===== src/rtl/irq_agg_pkg.sv =====
`timescale 1ns/1ps
package irq_agg_pkg;
  localparam int unsigned AW = 12;
  localparam int unsigned DW = 32;

  localparam logic [AW-1:0] OFS_ACK       = 12'h050;
  localparam logic [AW-1:0] OFS_MSI_CAP   = 12'h054;
  localparam logic [AW-1:0] OFS_MSI_BASE  = 12'h104;
  localparam logic [AW-1:0] OFS_INTX_BASE = 12'h184;
  localparam logic [AW-1:0] OFS_ERR_BASE  = 12'h1C4;
  localparam int unsigned   BANK_STRIDE   = 16;

  typedef enum logic [1:0] {
    SEL_STAT = 2'd0,
    SEL_ESET = 2'd1,
    SEL_ECLR = 2'd2,
    SEL_NONE = 2'd3
  } bank_sel_e;

  function automatic bank_sel_e bank_decode(input logic [AW-1:0] a, input logic [AW-1:0] base);
    if (a == base)               return SEL_STAT;
    else if (a == base + 12'h4)  return SEL_ESET;
    else if (a == base + 12'h8)  return SEL_ECLR;
    else                         return SEL_NONE;
  endfunction
endpackage


===== src/rtl/irq_agg_msi_dec.sv =====
`timescale 1ns/1ps
module irq_agg_msi_dec #(
  parameter int unsigned NUM_GRP = 8,
  parameter int unsigned GRP_W   = 4,
  localparam int unsigned TOT    = NUM_GRP * GRP_W
) (
  input  logic          a_vld_i,
  input  logic [31:0]   a_vec_i,
  input  logic          b_vld_i,
  input  logic [31:0]   b_vec_i,
  output logic [TOT-1:0] set_o
);
  // group-major layout: index g*GRP_W + b holds vector b*NUM_GRP + g
  always_comb begin
    set_o = '0;
    for (int v = 0; v < int'(TOT); v++) begin
      set_o[(v % NUM_GRP) * GRP_W + v / NUM_GRP] =
        (a_vld_i && a_vec_i == 32'(v)) || (b_vld_i && b_vec_i == 32'(v));
    end
  end
endmodule


===== src/rtl/irq_agg_bank.sv =====
`timescale 1ns/1ps
module irq_agg_bank
  import irq_agg_pkg::*;
#(
  parameter int unsigned   W     = 4,
  parameter logic [AW-1:0] BASE  = 12'h104,
  parameter bit            GATED = 1'b1
) (
  input  logic          clk_i,
  input  logic          rst_ni,
  input  logic          wr_i,
  input  logic [AW-1:0] addr_i,
  input  logic [W-1:0]  wdata_i,
  input  logic [W-1:0]  set_i,
  input  logic          ack_i,
  output logic [W-1:0]  pend_o,
  output logic [W-1:0]  en_o,
  output logic          irq_o,
  output logic [DW-1:0] rd_data_o
);
  bank_sel_e    sel;
  logic [W-1:0] pend_q, en_q, clr_m, es_m, ec_m;
  logic         irq_q;

  assign sel   = bank_decode(addr_i, BASE);
  assign clr_m = (wr_i && sel == SEL_STAT) ? wdata_i : '0;
  assign es_m  = (wr_i && sel == SEL_ESET) ? wdata_i : '0;
  assign ec_m  = (wr_i && sel == SEL_ECLR) ? wdata_i : '0;

  always_ff @(posedge clk_i or negedge rst_ni) begin
    if (!rst_ni) begin
      pend_q <= '0;
      en_q   <= '0;
      irq_q  <= 1'b0;
    end else begin
      pend_q <= (pend_q & ~clr_m) | set_i;  // new event beats clear
      en_q   <= (en_q | es_m) & ~ec_m;
      irq_q  <= (|(pend_q & en_q)) && !(GATED && ack_i);
    end
  end

  always_comb begin
    unique case (sel)
      SEL_STAT:          rd_data_o = DW'(pend_q);
      SEL_ESET, SEL_ECLR: rd_data_o = DW'(en_q);
      default:           rd_data_o = '0;
    endcase
  end

  assign pend_o = pend_q;
  assign en_o   = en_q;
  assign irq_o  = irq_q;
endmodule


===== src/rtl/irq_agg.sv =====
`timescale 1ns/1ps
module irq_agg
  import irq_agg_pkg::*;
#(
  parameter int unsigned NUM_GRP   = 8,
  parameter int unsigned GRP_W     = 4,
  parameter int unsigned NUM_INTX  = 4,
  parameter int unsigned ERR_W     = 6,
  parameter int unsigned MSI_VEC_W = 8
) (
  input  logic                 clk_i,
  input  logic                 rst_ni,
  input  logic                 req_i,
  input  logic                 we_i,
  input  logic [AW-1:0]        addr_i,
  input  logic [DW-1:0]        wdata_i,
  output logic [DW-1:0]        rdata_o,
  input  logic                 msi_vld_i,
  input  logic [MSI_VEC_W-1:0] msi_vec_i,
  input  logic [NUM_INTX-1:0]  intx_i,
  input  logic [ERR_W-1:0]     err_evt_i,
  output logic [NUM_GRP-1:0]   msi_irq_o,
  output logic [NUM_INTX-1:0]  intx_irq_o,
  output logic                 err_irq_o
);
  localparam int unsigned TOT = NUM_GRP * GRP_W;
  localparam int unsigned NB  = NUM_GRP + NUM_INTX + 1;

  logic            wr, rd, ack_wr;
  logic [TOT-1:0]  msi_set, msi_pend, msi_en;
  logic [NUM_INTX-1:0] intx_pend, intx_en;
  logic [ERR_W-1:0] err_pend, err_en;
  logic [DW-1:0]   rd_vec [NB];
  logic [DW-1:0]   rd_or, rdata_q;

  assign wr     = req_i && we_i;
  assign rd     = req_i && !we_i;
  assign ack_wr = wr && addr_i == OFS_ACK;

  irq_agg_msi_dec #(.NUM_GRP(NUM_GRP), .GRP_W(GRP_W)) u_msi_dec (
    .a_vld_i (msi_vld_i),
    .a_vec_i (32'(msi_vec_i)),
    .b_vld_i (wr && addr_i == OFS_MSI_CAP),
    .b_vec_i (wdata_i),
    .set_o   (msi_set)
  );

  for (genvar g = 0; g < NUM_GRP; g++) begin : g_msi
    irq_agg_bank #(
      .W(GRP_W), .BASE(OFS_MSI_BASE + AW'(g * BANK_STRIDE)), .GATED(1'b1)
    ) u_bank (
      .clk_i, .rst_ni,
      .wr_i      (wr),
      .addr_i    (addr_i),
      .wdata_i   (wdata_i[GRP_W-1:0]),
      .set_i     (msi_set[g*GRP_W +: GRP_W]),
      .ack_i     (ack_wr && wdata_i == 32'(NUM_INTX + g)),
      .pend_o    (msi_pend[g*GRP_W +: GRP_W]),
      .en_o      (msi_en[g*GRP_W +: GRP_W]),
      .irq_o     (msi_irq_o[g]),
      .rd_data_o (rd_vec[g])
    );
  end

  for (genvar n = 0; n < NUM_INTX; n++) begin : g_intx
    irq_agg_bank #(
      .W(1), .BASE(OFS_INTX_BASE + AW'(n * BANK_STRIDE)), .GATED(1'b1)
    ) u_bank (
      .clk_i, .rst_ni,
      .wr_i      (wr),
      .addr_i    (addr_i),
      .wdata_i   (wdata_i[0]),
      .set_i     (intx_i[n]),
      .ack_i     (ack_wr && wdata_i == 32'(n)),
      .pend_o    (intx_pend[n]),
      .en_o      (intx_en[n]),
      .irq_o     (intx_irq_o[n]),
      .rd_data_o (rd_vec[NUM_GRP+n])
    );
  end

  irq_agg_bank #(.W(ERR_W), .BASE(OFS_ERR_BASE), .GATED(1'b0)) u_err (
    .clk_i, .rst_ni,
    .wr_i      (wr),
    .addr_i    (addr_i),
    .wdata_i   (wdata_i[ERR_W-1:0]),
    .set_i     (err_evt_i),
    .ack_i     (1'b0),
    .pend_o    (err_pend),
    .en_o      (err_en),
    .irq_o     (err_irq_o),
    .rd_data_o (rd_vec[NB-1])
  );

  always_comb begin
    rd_or = '0;
    for (int i = 0; i < int'(NB); i++) rd_or |= rd_vec[i];
  end

  always_ff @(posedge clk_i or negedge rst_ni) begin
    if (!rst_ni) rdata_q <= '0;
    else         rdata_q <= rd ? rd_or : '0;
  end

  assign rdata_o = rdata_q;
endmodule


===== config.mk =====
export PLATFORM = sky130hd
export DESIGN_NAME = irq_agg
export DESIGN_NICKNAME = d
export VERILOG_FILES = /design/src/rtl/irq_agg_pkg.sv /design/src/rtl/irq_agg_msi_dec.sv /design/src/rtl/irq_agg_bank.sv /design/src/rtl/irq_agg.sv
export SDC_FILE = /design/constraint.sdc
export NUM_CORES = 1
export LEC_CHECK = 0
export ABC_CLOCK_PERIOD_IN_PS = 2020
export BUFFER_PORTS_ARGS = -buffer_cell sky130_fd_sc_hd__buf_2
export CAP_MARGIN = 30
export CORE_UTILIZATION = 45
export CTS_CLUSTER_DIAMETER = 60
export DETAILED_ROUTE_END_ITERATION = 12
export MAX_ROUTING_LAYER = met4
export PLACE_DENSITY = 0.7
export SYNTH_ARGS = -nofsm -noshare
export SYNTH_HDL_FRONTEND = slang
export SYNTH_SLANG_ARGS = --single-unit

===== constraint.sdc =====
create_clock -name clk_i -period 2.02 [get_ports clk_i]
set_clock_uncertainty 0.15 [all_clocks]
set_input_delay 0.202 -clock clk_i [delete_from_list [all_inputs] [get_ports clk_i]]
set_output_delay 0.202 -clock clk_i [all_outputs]
set_load 0.01 [all_outputs]

==> impl_metrics.yaml, run 1 <==
synth:
  synth_seq_area_share_pct: 41.0
  synthCells: 702
  synth_top_flop_cell: "dfrtp_1"
  yosysWarnings: 0
  syn_avg_cell_area_um2: 8.95
  ys_ff_latch: 103
  synth_edf_count: 0
  synth_area_um2: 6280
  synth_cell_types: 43
  synthArstFlopShare_pct: 100
routing:
  wl_per_cell_um: 20.1
  drt_wl_total_um: 21700
  drtAntennaViolNets: 0
  drc: 0
  first_pass_iters: 8
  drt_iter0_markers: 685
  vias: 6513
  routed_via_density: 6.06
setup_path:
  cp-end-kind: "register"
  startpoint_type: "input port"
  critPathKind: "input port to register"
  crit_arrival_ns: 2.33
  worstRegToRegCells: 4
  cp-endpoint: "rdata_o[0]"
  reg2reg_setup_slack_ns: 0.45
  crit_family: "simple AND/OR/NAND/NOR gates"
  worstSetupStartpoint: "addr_i[0]"
  slowest_delay_ns: 0.30
  crit_chain: "buf_8, nor3_4, buf_4, nand4_1, nor2_2, nand2_2, inv_2, ha_4, a22oi_2, o22ai_2, nor4_2, a41oi_1"
  cp.required_ns: 2.09
  timing.rr.end: "rdata_o[0]"
  cp_num_cells: 12
  rr_startpoint: "g_msi[7].u_bank.pend_o[0]"
  slowest_stage: "a22oi_2"
  critPathMaxFanout: 4
  cp_num_buf_inv: 3
pwr:
  leakagePower_nw: 3.89
  p_seq_share_pct: 48.6
  clock_power_share_pct: 41.0
  p_int_mw: 3.32
  p_per_area_nw_per_um2: 534
  p_switching_mw: 1.19
  peakVddDrop_uv: 374
  netSwitchingFraction_pct: 26.4
  combPwrFrac_pct: 10.4
timing:
  period_minus_slack_ns: 2.26
  fmax_ghz: 0.443
  setup-violations-final: 4
  slew-limit-headroom_pct: 59.2
  hold_viol: 0
  fin_crit_sh_pct: 112
  setup_tns_ns: -0.672
  tightestPinTransition_ns: 0.611
  timing.final.ws_setup_ns: -0.237
  rsz0062_at_grt: "true"
  slew_violations: 0
floorplan:
  initial_core_util_pct: 46.7
  die_area_um2: 14400
  die_x_um: 120
  ios: 112
  core_area_um2: 13500
  fp-row-count: 42
  die_h_um: 120
run_status:
  status: "complete, but fails checks"
  violations: "setup timing"
clock_tree:
  htree_levels: 3
  cts_buffers: 9
  cts.sinks: 103
  cts_buffer_depth: 2
  clk_pin_slew_ns: 0.07
  clk_latency_ns: 0.37
  root_buffer: "clkbuf_16"
  cts_tree: "done"
hold_path:
  hold_path_depth: 3
  hp-class: "input port to register"
placed_design:
  io_buffers: 85
  dp_hpwl_um: 16100
  gp_congestion: 1.04
  post-place-cells: 1038
final_layout:
  nFillCells: 1127
  layout_common_cells: "122 x buf_4, 103 x dfrtp_1, 97 x a21oi_1"
  final_nets: 1010
  drive_above_1_share_pct: 33.6
  area_growth_pct: 34.4
  final_common_cell: "buf_4"
  fin_cells: 1075
grt:
  grt_pass1_vias: 6282
  grt_pass1_wl_um: 33600
  grt_overflow_total: 0
  grt_max_degree: 45
  antenna_found_initial: 1
  grtUsageTotal_pct: 31.4
run:
  max-cap-violations: 0
## final cells by class
class,count,area (µm²),share of cell area [%]
antenna,1,2.50,0.0296
clock buffer,10,239,2.83
clock inverter,6,76.3,0.903
inverter,28,110,1.30
multi-input combinational,526,3620,42.9
sequential,103,2580,30.5
tap,176,220,2.61
timing repair buffer,225,1600,19.0
## cells in the mapped netlist (2+ instances only)
library cell	count	share of area, %
dfrtp_1	103	41
a21oi_1	97	7.7
nand2_1	85	5.1
a22oi_1	53	6.3
ha_1	50	10
buf_4	38	4.5
nor2_1	34	2.0
inv_1	28	1.7
clkbuf_1	25	1.5
o21ai_0	22	1.8
o22ai_1	18	1.8
nand3_1	17	1.4
a31oi_1	15	1.5
nor4_1	11	1.1
a21o_1	10	1.2
o21ai_1	10	0.80
nor3_1	9	0.72
a221oi_1	8	1.1
a22o_1	8	1.1
nor2b_1	8	0.80
nand2b_1	7	0.70
and3_1	5	0.50
buf_1	5	0.30
nand4_1	5	0.50
a32oi_1	4	0.56
a41oi_1	4	0.56
and2_1	3	0.30
nand4b_1	3	0.42
buf_2	2	0.16
nor4_4	2	0.68
## stage by stage
stage	instance area (µm²)	power, mW	utilization (%)	hold slack, ns	setup WS, ns
floorplan	6420	2.41	-	-0.244	-0.119
global placement	7620	2.63	56.6	0.0804	-0.557
detailed placement	7620	2.64	56.6	0.0947	-0.639
CTS	8310	4.50	61.8	0.0329	-0.109
global route	8450	4.65	62.8	0.0438	-0.353
finish	8450	4.51	62.8	0.0403	-0.237
## cells by family (layout without fill, tap and decap cells)
logic type,after synthesis,count (layout),synth area share [%]
AO/OA/AOI/OAI,249,249,24.4
XOR/XNOR,1,1,0.139
adder cells (fa/ha/maj),50,50,9.95
buffers and inverters,98,269,8.16
flip-flops,103,103,41.0
other,1,27,0.0597
AND/OR/NAND/NOR,200,200,16.2
## per-layer routing
layer / GRT usage [%] / wire [µm]
met5: - / 0
met4: 15.0 / 864
met3: 4.91 / 2010
met2: 49.0 / 9950
met1: 40.2 / 8840
## power by group through the flow
stage          clock network [mW]  logic, mW  registers (mW)
3_5_place_dp                    0      0.424            2.22
3_3_place_gp                    0      0.411            2.22
4_1_cts                      1.87      0.454            2.18
2_1_floorplan                   0      0.214            2.19
6_report                     1.85      0.468            2.19
5_1_grt                      1.95      0.507            2.19
## flip-flops by register name, indices dropped and copies added, names as in the netlist
signal	cells
u_err.pend_o	6
u_err.en_o	6
g_intx.u_bank.irq_o	4
u_err.irq_o	1
g_intx.u_bank.en_o	4
rdata_o	6
g_msi.u_bank.pend_o	32
g_intx.u_bank.pend_o	4
g_msi.u_bank.irq_o	8
g_msi.u_bank.en_o	32
## worst register-to-register path, stage by stage (launching register included)
cell     delay [ns]
dfrtp_1        0.44
a22oi_2        0.29
o22ai_2        0.16
nor4_2         0.26
a41oi_1        0.13
## repair_timing
action                                  CTS  global route
pin swaps                                28            14
endpoints found under the setup margin    4            24
setup buffers                             7             1
hold buffers                             12             0
resized for setup                        48            27
endpoints found under the hold margin    53             0
## worst min path at each step
stage	start	endpoint	slack [ns]
floorplan	rst_ni	g_intx[0].u_bank.en_o	-0.24
global placement	rst_ni	u_err.irq_o	0.08
detailed placement	rst_ni	u_err.pend_o[5]	0.09
CTS	wdata_i[5]	u_err.pend_o[5]	0.03
global route	wdata_i[5]	u_err.pend_o[5]	0.04
finish	wdata_i[5]	u_err.pend_o[5]	0.04
Power figures use the tool's default switching activity.
==> run 2: changes to the inputs <==
--- a/config.mk
+++ b/config.mk
@@ -5,7 +5,7 @@
 export SDC_FILE = /design/constraint.sdc
 export NUM_CORES = 1
 export LEC_CHECK = 0
-export ABC_CLOCK_PERIOD_IN_PS = 2020
+export ABC_CLOCK_PERIOD_IN_PS = 2900
 export BUFFER_PORTS_ARGS = -buffer_cell sky130_fd_sc_hd__buf_2
 export CAP_MARGIN = 30
 export CORE_UTILIZATION = 45
@@ -16,3 +16,4 @@
 export SYNTH_ARGS = -nofsm -noshare
 export SYNTH_HDL_FRONTEND = slang
 export SYNTH_SLANG_ARGS = --single-unit
+export TNS_END_PERCENT = 10
==> constraint.sdc (replaced) <==
create_clock -name clk_i -period 2.9 [get_ports clk_i]
set_clock_uncertainty 0.15 [all_clocks]
set_input_delay 0.29 -clock clk_i [delete_from_list [all_inputs] [get_ports clk_i]]
set_output_delay 0.29 -clock clk_i [all_outputs]
set_load 0.01 [all_outputs]
==> impl_metrics.yaml, run 2 (same netlist as run 1, synthesis figures left out) <==
setup_path:
  startpoint_type: "input port"
  slowest_delay_ns: 0.31
  critPathKind: "input port to register"
  crit_chain: "buf_2, nor3_2, nand4_1, nor2_1, nand2_1, inv_1, ha_1, a22oi_1, o22ai_1, nor4_1, a41oi_1"
  crit_arrival_ns: 2.62
  critPathMaxFanout: 4
  crit_family: "simple AND/OR/NAND/NOR gates"
  cp.required_ns: 2.97
  slowest_stage: "nor4_1"
  cp_num_buf_inv: 2
  reg2reg_setup_slack_ns: 1.29
  cp-end-kind: "register"
clock_tree:
  root_buffer: "clkbuf_16"
  clk_latency_ns: 0.36
  clk_pin_slew_ns: 0.08
  cts_buffer_depth: 2
  cts_tree: "done"
  ctsResizeCount: 0
  htree_levels: 3
  cts.sinks: 103
  cts_buffers: 9
routing:
  routed_via_density: 6.01
  drt_wl_total_um: 20000
  vias: 5821
  drc: 0
  wl_per_cell_um: 20.7
  drt_iter0_markers: 581
  drtAntennaViolNets: 0
  first_pass_iters: 5
timing:
  setup-violations-final: 0
  setup_tns_ns: 0
  tightestPinTransition_ns: 0.909
  slew-limit-headroom_pct: 39.3
  fmax_ghz: 0.392
  slew_violations: 0
  fin_crit_sh_pct: 88.0
  rsz0062_at_grt: "false"
  period_minus_slack_ns: 2.55
  hold_viol: 0
final_layout:
  final_common_cell: "dfrtp_1"
  area_growth_pct: 14.8
  final_area_um2: 7210
  final_nets: 905
  diodes: 0
  layout_common_cells: "103 x dfrtp_1, 97 x a21oi_1, 85 x nand2_1"
  nFillCells: 1220
  drive_above_1_share_pct: 17.0
pwr:
  leakagePower_nw: 3.34
  combPwrFrac_pct: 9.2
  clock_power_share_pct: 40.2
  p_per_area_nw_per_um2: 417
  netSwitchingFraction_pct: 26.7
  peakVddDrop_uv: 312
  p_int_mw: 2.20
  finalPower_mw: 3.01
  p_seq_share_pct: 50.6
  p_switching_mw: 0.804
grt:
  antenna_found_initial: 0
  grt_max_degree: 54
  grtUsageTotal_pct: 29.6
  grt_pass1_wl_um: 30800
  grt_pass1_vias: 5549
  grt_overflow_total: 0
placed_design:
  io_buffers: 85
  gp_congestion: 0.960
  dp_hpwl_um: 15300
  dpl_cell_area_um2: 6810
floorplan:
  ios: 112
  fp-row-count: 42
  core_area_um2: 13500
  die_area_um2: 14400
  die_h_um: 120
  die_x_um: 120
  initial_core_util_pct: 46.7
run_status:
  status: "finished, final reports clean"
run:
  max-cap-violations: 0
hold_path:
  hp-class: "input port to register"
run 2: cell count changes in the layout (fill, tap and decap cells not counted), moves of 5 or more:
cell	previous run	this run
a22oi_1	36	53
ha_4	9	0
ha_1	39	50
a22oi_2	17	0
buf_4	122	24
nand2_2	5	0
inv_1	18	28
inv_2	8	0
nand2_1	79	85
nor2_1	26	34
run 2: per-layer routing:
metal	GRT usage (%)	vias up	share of wire, %
met5	-	-	0
met4	14.5	0	3.6
met3	6.42	59	9.4
met2	44.3	354	45
met1	38.0	2750	42
li1	-	2658	-
run 2: stage by stage:
stage | hold slack, ns | util [%] | std cells | worst slack, ns
after floorplan | -0.156 | - | 727 | 0.539
after global placement | 0.234 | 50.6 | 942 | 0.156
after detailed placement | 0.242 | 50.6 | 942 | 0.0725
after CTS | 0.0113 | 53.6 | 969 | 0.444
after global routing | 0.0231 | 53.6 | 969 | 0.128
final | 0.0161 | 53.6 | 969 | 0.347
run 2: worst paths after layout:
path | cells after the start | to | startpoint
hold / removal | 2 | u_err.en_o[5] | wdata_i[5]
max in group asynchronous | 3 | g_intx[1].u_bank.pend_o | rst_ni
setup reg to reg | 4 | rdata_o[0] | g_msi[2].u_bank.pend_o[0]
min in group asynchronous | 2 | g_msi[5].u_bank.irq_o | rst_ni
hold reg to reg | 1 | g_intx[1].u_bank.pend_o | g_intx[1].u_bank.pend_o
setup / recovery | 11 | rdata_o[0] | addr_i[9]
run 2: repair_timing:
action / in CTS / in global routing
hold endpoints to repair: 62 / 0
setup buffers: 0 / 0
hold buffers: 11 / 0
run 2: power by group through the flow:
stage / combinational (mW) / clock (mW) / sequential [mW]
after CTS: 0.274 / 1.22 / 1.52
after floorplan: 0.148 / 0 / 1.53
after global routing: 0.303 / 1.28 / 1.52
after global placement: 0.258 / 0 / 1.55
final: 0.276 / 1.21 / 1.52
after detailed placement: 0.261 / 0 / 1.55
run 2: cell type report:
class / instances / area (µm²) / area share (%)
sequential: 103 / 2580 / 35.7
tap: 176 / 220 / 3.05
multi-input combinational: 526 / 3290 / 45.6
clock buffer: 11 / 253 / 3.50
clock inverter: 5 / 40.0 / 0.555
inverter: 28 / 105 / 1.46
timing repair buffer: 120 / 731 / 10.1
